$ cat src/rtl/updc_pkg.sv
package updc_pkg;
  typedef enum logic {
    DIR_UP   = 1'b0,
    DIR_DOWN = 1'b1
  } dir_e;
endpackage

$ cat src/rtl/updc_next.sv
module updc_next
  import updc_pkg::*;
#(
  parameter int W   = 4,
  parameter int MOD = 10
) (
  input  logic [W-1:0] cur,
  input  dir_e         dir,
  output logic [W-1:0] nxt
);
  localparam logic [W-1:0] LAST = W'(MOD - 1);

  logic at_top_or_above;

  generate
    if (MOD < (1 << W)) begin : g_truncated
      // states above LAST exist and are treated as past the top
      assign at_top_or_above = (cur >= LAST);
    end else begin : g_full
      assign at_top_or_above = (cur == LAST);
    end
  endgenerate

  always_comb begin
    if (dir == DIR_UP) begin
      nxt = at_top_or_above ? '0 : cur + W'(1);
    end else begin
      nxt = (cur == '0 || cur > LAST) ? LAST : cur - W'(1);
    end
  end
endmodule

$ cat src/rtl/updc_term.sv
module updc_term
  import updc_pkg::*;
#(
  parameter int W   = 4,
  parameter int MOD = 10
) (
  input  logic         clk,
  input  logic         rst_n,
  input  logic [W-1:0] cur,
  input  dir_e         dir,
  input  logic         en_n,
  output logic         term,
  output logic         ripple_n
);
  localparam logic [W-1:0] LAST = W'(MOD - 1);

  assign term     = (dir == DIR_UP) ? (cur == LAST) : (cur == '0);
  assign ripple_n = ~(~clk & ~en_n & term);


  ripple_high_in_high_phase_chk: assert property (
    @(negedge clk) disable iff (!rst_n) ripple_n);
endmodule

$ cat src/rtl/updown_digit_counter.sv
module updown_digit_counter
  import updc_pkg::*;
#(
  parameter int W   = 4,
  parameter int MOD = 10
) (
  input  logic         clk,
  input  logic         rst_n,
  input  logic         cnt_en_n,
  input  logic         down,
  input  logic         load_n,
  input  logic [3:0]   din,
  output logic [3:0]   count,
  output logic         max_min,
  output logic         ripple_n
);
  localparam logic [W-1:0] LAST = W'(MOD - 1);

  dir_e         dir;
  logic [W-1:0] state_q;
  logic [W-1:0] step_val;

  assign dir = dir_e'(down);

  updc_next #(.W(W), .MOD(MOD)) u_next (
    .cur (state_q),
    .dir (dir),
    .nxt (step_val)
  );

  updc_term #(.W(W), .MOD(MOD)) u_term (
    .clk      (clk),
    .rst_n    (rst_n),
    .cur      (state_q),
    .dir      (dir),
    .en_n     (cnt_en_n),
    .term     (max_min),
    .ripple_n (ripple_n)
  );

  always_ff @(posedge clk or negedge rst_n) begin
    if (!rst_n) begin
      state_q <= '0;
    end else if (!load_n) begin
      state_q <= din;
    end else if (!cnt_en_n) begin
      state_q <= step_val;
    end
  end

  assign count = state_q;


  reset_zero_chk: assert property (
    @(posedge clk) !rst_n |-> count == '0);


  load_takes_data_chk: assert property (
    @(posedge clk) disable iff (!rst_n) !load_n |=> count == $past(din));


  hold_when_idle_chk: assert property (
    @(posedge clk) disable iff (!rst_n) (load_n && cnt_en_n) |=> $stable(count));


  legal_after_step_chk: assert property (
    @(posedge clk) disable iff (!rst_n) (load_n && !cnt_en_n) |=> count <= LAST);


  flag_matches_state_chk: assert property (
    @(posedge clk) disable iff (!rst_n)
      max_min == (down ? (count == '0) : (count == LAST)));
endmodule

$ cat config.mk
export PLATFORM = sky130hd
export DESIGN_NAME = updown_digit_counter
export DESIGN_NICKNAME = d
export VERILOG_FILES = /design/src/rtl/updc_pkg.sv /design/src/rtl/updc_next.sv /design/src/rtl/updc_term.sv /design/src/rtl/updown_digit_counter.sv
export SDC_FILE = /design/constraint.sdc
export NUM_CORES = 1
export LEC_CHECK = 0
export BUFFER_PORTS_ARGS = -buffer_cell sky130_fd_sc_hd__buf_2
export CAP_MARGIN = 20
export CORE_AREA = 2 2 39 41
export CTS_BUF_LIST = sky130_fd_sc_hd__clkbuf_8 sky130_fd_sc_hd__clkbuf_16
export DETAILED_ROUTE_END_ITERATION = 7
export DIE_AREA = 0 0 41 43
export GPL_ROUTABILITY_DRIVEN = 1
export GPL_TIMING_DRIVEN = 1
export HOLD_SLACK_MARGIN = 0.05
export PLACE_DENSITY = 0.65
export SKIP_LAST_GASP = 1
export SYNTH_ARGS = -nofsm -noshare
export SYNTH_HDL_FRONTEND = slang
export SYNTH_SLANG_ARGS = --single-unit
$ cat constraint.sdc
create_clock -name clk -period 1.6 [get_ports clk]
set_input_delay 0.4 -clock clk [delete_from_list [all_inputs] [get_ports clk]]
set_output_delay 0.4 -clock clk [all_outputs]
set_load 0.02 [all_outputs]
-- Word-level counts from Yosys, hierarchy flattened
Cells that the tools add are included.
- output and inout port bits: 6
- logic and storage cells: 20
- input bits: 9
- latch bits: 0
- register bits: 4
- ROM bits: 0
- memories: 0
- RAM bits: 0
- equality and inequality tests: 2
- bitwise operators: 5
- multipliers: 0
- $add $sub $neg: 2
- divide/modulo/power cells: 0
- shift operators: 0
- reduce and logical (&&, ||, !) cells: 2
- magnitude comparators: 2
- muxes and demuxes: 6
- operators by type and width (kind ; number):
    $mux 4 ; 5
    $add 4x1->4 const B ; 1
    $eq 4x4->1 const B ; 1
    $ge 4x4->1 const B ; 1
    $gt 4x4->1 const B ; 1
    $logic_not 4->1 ; 1
    $sub 4x1->4 const B ; 1
    $not 1->1 ; 3
    $and 1x1->1 ; 2
    $ne 2x2->1 const B ; 1
    $logic_or 1x1->1 ; 1
    $mux 1 ; 1

-- Logic depth before layout (Yosys ltp)
Gate-level depths: netlist of the first run.
- depth after elaboration: 6
- depth in mapped cells: 6
- mapped depth without buffers: 6

-- Hierarchy
From an unflattened synthesis of the first run, not the netlist that was laid out.
- cells, all modules: 58
- area, all modules: 467.9 um^2
- by module, submodules not included (module ; area each (um^2) ; times used ; cells an instance):
    updc_next ; 245.2 ; 1 ; 35
    updown_digit_counter ; 183.9 ; 1 ; 18
    updc_term ; 38.8 ; 1 ; 5

==> qor.txt, run 1 <==
Commonest non-fill, non-tap cell in the layout -> buf_2
Post-DP Area -> 622 sq um
Routed vias -> 568
Yosys reg bits -> 4
# setup viols final -> 5
Delay-heaviest family, CP -> flip-flops
Drt pass-1 iters -> 4
Clock power share -> 52.4%
Hold path cells -> 3
Logic pwr share -> 31.1%
Met3 Use GR -> 9.42%
Total gr overflow -> 0
Initial Utilization -> 35.3%
Critical path depth -> 6
Layout Cells excl Fill -> 103
Worst-path cell chain -> inv_4, ha_4, nand3b_1, a21oi_4, nand2_2, buf_6
Largest registers -> count (4)
Routing usage on met1 -> 27.1%
CP Buf/Inv Count -> 2
Main synth FF type -> dfrtp_1
Largest Register -> count
Vias in the first global route -> 597
NumNets Final -> 100
Synth top area share -> 20.5%
DR vias/cell -> 5.51
Diodes inserted -> 0
Max reg flops -> 4
Die W -> 41 um
Setup crit end kind -> output pin
Total track usage -> 22.7%
WS Path Type -> register to output pin
Number of synthesis warnings -> 0
Ys async rst share -> 100%
Count of pins over their slew limit -> 0
Initial antenna violation count -> 0
Sw Share -> 32.6%
RSZ-0062 raised after global routing -> yes
Final hold vios -> 0
Placer congestion estimate -> 0.805
Final WS setup -> -0.232 ns
Area leader, netlist -> dfrtp_1
Final WL -> 1.53 mm
Clock Latency Late Sink -> 0.33 ns
GR met2 Demand/Resource -> 32.5%
Yosys cell types -> 34
Slowest-stage cell, CP -> dfrtp_2
Reg2Reg Depth -> 6
Min Tclk post-route -> 1.83 ns
Cell area power density -> 1100 nW/um^2
Pin count of the biggest net entering global routing -> 11
# rows -> 14
Dpl hpwl -> 1.01 mm
Post-Syn Nets -> 74
DRC viols -> 0
Sequential fraction of the synthesis area -> 20.5%
Highest clock rate -> 0.546 GHz
Die ar. -> 1760 sq um
Mapped Area -> 488 sq um
P_leak -> 0.331 nW
Core area -> 1380 sq um
MaxCap Viol Count -> 0
Crit path arrival time -> 1.43 ns
Commonest cells after routing, fill and taps aside -> 13 x buf_2, 8 x buf_4, 6 x nand2_1, 6 x clkbuf_8
Worst-Margin Slew -> 0.379 ns
Slew HR -> 74.1%
Pint -> 0.566 mW
First-pass GRT wire length -> 2.56 mm
Critical Path Fanout Max -> 2
# placed instances -> 92
Number of synthesized flops with an enable pin -> 0
GRT busiest layer -> met2
Final period util -> 115%
VDD IR-drop max -> 0.593 mV
Cells after synthesis -> 62
CTS tree -> yes
Number of DRC markers in iteration 0 -> 21
Post-Syn Area per Cell -> 7.87 sq um
Layout Skew -> 0.00357 ns
Max incr delay on CP -> 0.41 ns
Switch Pwr -> 0.274 mW
Top-level I/O count -> 15
Tightest Hold Check Type -> input port to register
Worst setup SP type -> register
Layout Cell Area excl Fill -> 762 sq um
CP required -> 1.20 ns
Sequential power share -> 16.5%
Post-DRT Antenna Nets -> 0
Failing checks -> negative setup slack
Chip Height -> 43 um
Share of layout cells above drive strength 1 -> 46.0%
Setup WS pre-CTS -> 0.0472 ns
Status -> finished, violations left
Routed WL per cell -> 14.8 um
I/O Buffers -> 14
Synth area leaders -> dfrtp_1 21%, ha_1 7.7%, nand3b_1 6.2%
Area grow syn2layout -> 56.2%
Reg clk slew, reported paths -> 0.04 ns
## through the flow
step | hold slack [ns] | util (%) | total power [mW] | setup TNS [ns]
floorplan | 0.104 | - | 0.317 | -0.0503
finish | 0.291 | 55.1 | 0.840 | -0.646
global placement | 0.214 | 44.9 | 0.384 | 0
CTS | 0.291 | 54.2 | 0.837 | -0.617
detailed placement | 0.222 | 44.9 | 0.390 | 0
global route | 0.312 | 55.1 | 0.893 | -1.12
## tightest hold or removal path: stages
cell and delay, ns:
buf_2 0.08, a211oi_1 0.06, nand2_1 0.05
## cell families (layout without fill, tap and decap cells)
logic type,after synthesis,after routing,synth area share (%)
adders and majority gates,3,3,7.69
muxes,1,1,2.05
buffers and inverters,10,35,11.8
DFF,4,4,20.5
and+or+nand+nor,28,28,32.8
AOI/OAI and AO/OA,16,16,25.1
## final timing paths
| check | from | end | slack (ns) |
|---|---|---|---|
| worst max-delay path | count[1] | ripple_n | -0.23 |
| worst min-delay path | din[2] | count[2] | 0.29 |
| worst max register to register | count[0] | count[0] | -0.10 |
| worst min register to register | count[2] | count[3] | 0.68 |
| max in group asynchronous | rst_n | count[3] | 1.04 |
| min in group asynchronous | rst_n | count[0] | 0.41 |
## power by group through the flow
stage          logic [mW]  registers, mW  clock network, mW
3_5_place_dp        0.239          0.138             0.0127
2_1_floorplan       0.148          0.157             0.0115
6_report            0.261          0.138              0.440
3_3_place_gp        0.235          0.137             0.0127
5_1_grt             0.289          0.141              0.462
4_1_cts             0.255          0.137              0.445
## per-layer routing
layer | wire length (um) | up-vias
met2 | 809 | 27
li1 | - | 274
met1 | 585 | 264
met5 | 0 | -
met4 | 28 | 0
met3 | 106 | 3
## layout make-up
cell class,instances,area (sq um)
Clock buffer,7,93.8
Clock inverter,1,3.75
Fill cell,142,622
Inverter,5,21.3
Multi-Input combinational cell,48,384
Sequential cell,4,104
Tap cell,16,20.0
Timing Repair Buffer,22,135
## Yosys cell counts (all sizes together) (2+ instances only)
| library cell | count |
|---|---|
| nor2b | 2 |
| nand2 | 7 |
| o21ai | 3 |
| a2111oi | 2 |
| buf | 3 |
| clkbuf | 2 |
| inv | 5 |
| or3b | 2 |
| a21oi | 2 |
| dfrtp | 4 |
| nor2 | 4 |
| nand3 | 2 |
| nand3b | 4 |
| ha | 3 |
## what timing repair did
action                                  CTS  global route
pin swaps                                 3             1
setup buffers                             3             0
gates resized for setup                   3             1
endpoints found under the setup margin    3             7
endpoints found under the hold margin     4             0
hold buffers                              1             0
No activity file was read; power rests on OpenSTA's default activity.
==> run 2: changes to the inputs <==
==> constraint.sdc (replaced) <==
create_clock -name clk -period 1.6 [get_ports clk]
set_input_delay 0.08 -clock clk [delete_from_list [all_inputs] [get_ports clk]]
set_output_delay 0.08 -clock clk [all_outputs]
set_load 0.02 [all_outputs]
==> qor.txt, run 2 (synthesis gave the netlist of run 1 again) <==
Status -> finished, final reports clean
Worst setup SP type -> register
Pin count of the biggest net entering global routing -> 12
CP startpoint -> count[0]
Clock Latency Late Sink -> 0.33 ns
# rows -> 14
Die W -> 41 um
Core area -> 1380 sq um
Die ar. -> 1760 sq um
WS Path Type -> register to register
Largest Register -> count
Worst-Margin Slew -> 0.411 ns
Highest clock rate -> 0.633 GHz
Final hold vios -> 0
Routed WL per cell -> 13.0 um
CTS tree -> yes
Commonest non-fill, non-tap cell in the layout -> buf_2
GRT busiest layer -> met4
Total Power Consumption -> 0.817 mW
Share of layout cells above drive strength 1 -> 42.5%
Chip Height -> 43 um
Final period util -> 98.8%
I/O Buffers -> 14
NumNets Final -> 101
Hold path start -> load_n
Routed vias -> 566
Min Tclk post-route -> 1.58 ns
Drt pass-1 iters -> 4
Total gr overflow -> 0
RR Startpoint -> count[0]
CP required -> 1.83 ns
VDD IR-drop max -> 0.444 mV
Area grow syn2layout -> 53.1%
DR vias/cell -> 5.50
Layout Skew -> 0.000730 ns
Final WL -> 1.34 mm
MaxCap Viol Count -> 0
DRC viols -> 0
Diodes inserted -> 0
Reg clk slew, reported paths -> 0.03 ns
Post-Route Setup TNS -> 0 ns
Count of pins over their slew limit -> 0
Top-level I/O count -> 15
P_leak -> 0.326 nW
RSZ-0062 raised after global routing -> yes
Number of DRC markers in iteration 0 -> 20
GR met2 Demand/Resource -> 24.7%
Tightest Hold Check Type -> input port to register
Crit path arrival time -> 1.81 ns
Worst hold slack -> 0.0707 ns
Finished Core Util -> 54.0%
Max reg flops -> 4
Largest registers -> count (4)
Routing usage on met1 -> 22.1%
Met3 Use GR -> 9.42%
Critical Path Fanout Max -> 6
Initial antenna violation count -> 0
Placer congestion estimate -> 0.766
Slew HR -> 71.9%
Total track usage -> 20.7%
Initial Utilization -> 35.3%
Post-DRT Antenna Nets -> 0
Dpl hpwl -> 974 um
Post-DP Area -> 597 sq um
Commonest cells after routing, fill and taps aside -> 13 x buf_2, 7 x nand2_1, 7 x buf_4
Vias in the first global route -> 529
# setup viols final -> 0
Setup crit end kind -> register
Cell area power density -> 1090 nW/um^2
First-pass GRT wire length -> 2.15 mm
Reg2Reg Setup Slack -> 0.02 ns
Layout Cell Area excl Fill -> 747 sq um
[run 2: cell count changes in the layout (fill, tap and decap cells not counted), sizes merged]
| cell | previous run | this run |
|---|---|---|
| dlygate4sd3 | 1 | 3 |
| inv | 6 | 5 |
| buf | 22 | 21 |
[run 2: worst paths after layout]
kind / endpoint / depth (start not counted)
worst max-delay path: count[3] / 6
worst min-delay path: count[1] / 2
worst max register to register: count[3] / 6
worst min register to register: count[3] / 3
max in group asynchronous: count[1] / 2
min in group asynchronous: count[2] / 2
[run 2: report_power, final]
group / switching, mW / internal [mW]
Combinational: 0.132 / 0.120
Sequential: 0.0172 / 0.117
Clock: 0.105 / 0.326
Total: 0.255 / 0.563
[run 2: metal layers]
layer	routed length [um]	part of all wire, %
met5	0	0
met4	52	3.9
met3	99	7.4
met2	631	47
met1	559	42
[run 2: final cells by class]
class | count | area (sq um)
inverters | 5 | 18.8
well taps | 16 | 20.0
flip-flops and latches | 4 | 103
multi-input cells | 48 | 364
clock buffers | 7 | 93.8
repair buffers | 23 | 148
fillers | 134 | 637
[run 2: timing repair]
| item | 4_1_cts | 5_1_grt |
|---|---|---|
| hold buffers | 3 | 0 |
| hold endpoints to repair | 6 | 0 |
| setup buffers | 2 | 1 |
| pin swaps | 2 | 1 |
| gates resized for setup | 3 | 1 |
| gates cloned | 0 | 0 |
| endpoints found under the setup margin | 3 | 5 |
[run 2: worst max-delay path: stages, from the launching register on]
cell and delay, ns:
dfrtp_2 0.43, inv_2 0.07, ha_4 0.15, or3b_4 0.40, mux2i_1 0.17, nor4_1 0.06
a311oi_1 0.21
[run 2: metrics by stage]
step | worst slack (ns) | instances
after CTS | 0.0218 | 102
after floorplan | 0.00836 | 62
after global placement | -0.0183 | 92
after global routing | -0.0748 | 103
after detailed placement | 0.0483 | 92
final | 0.0190 | 103
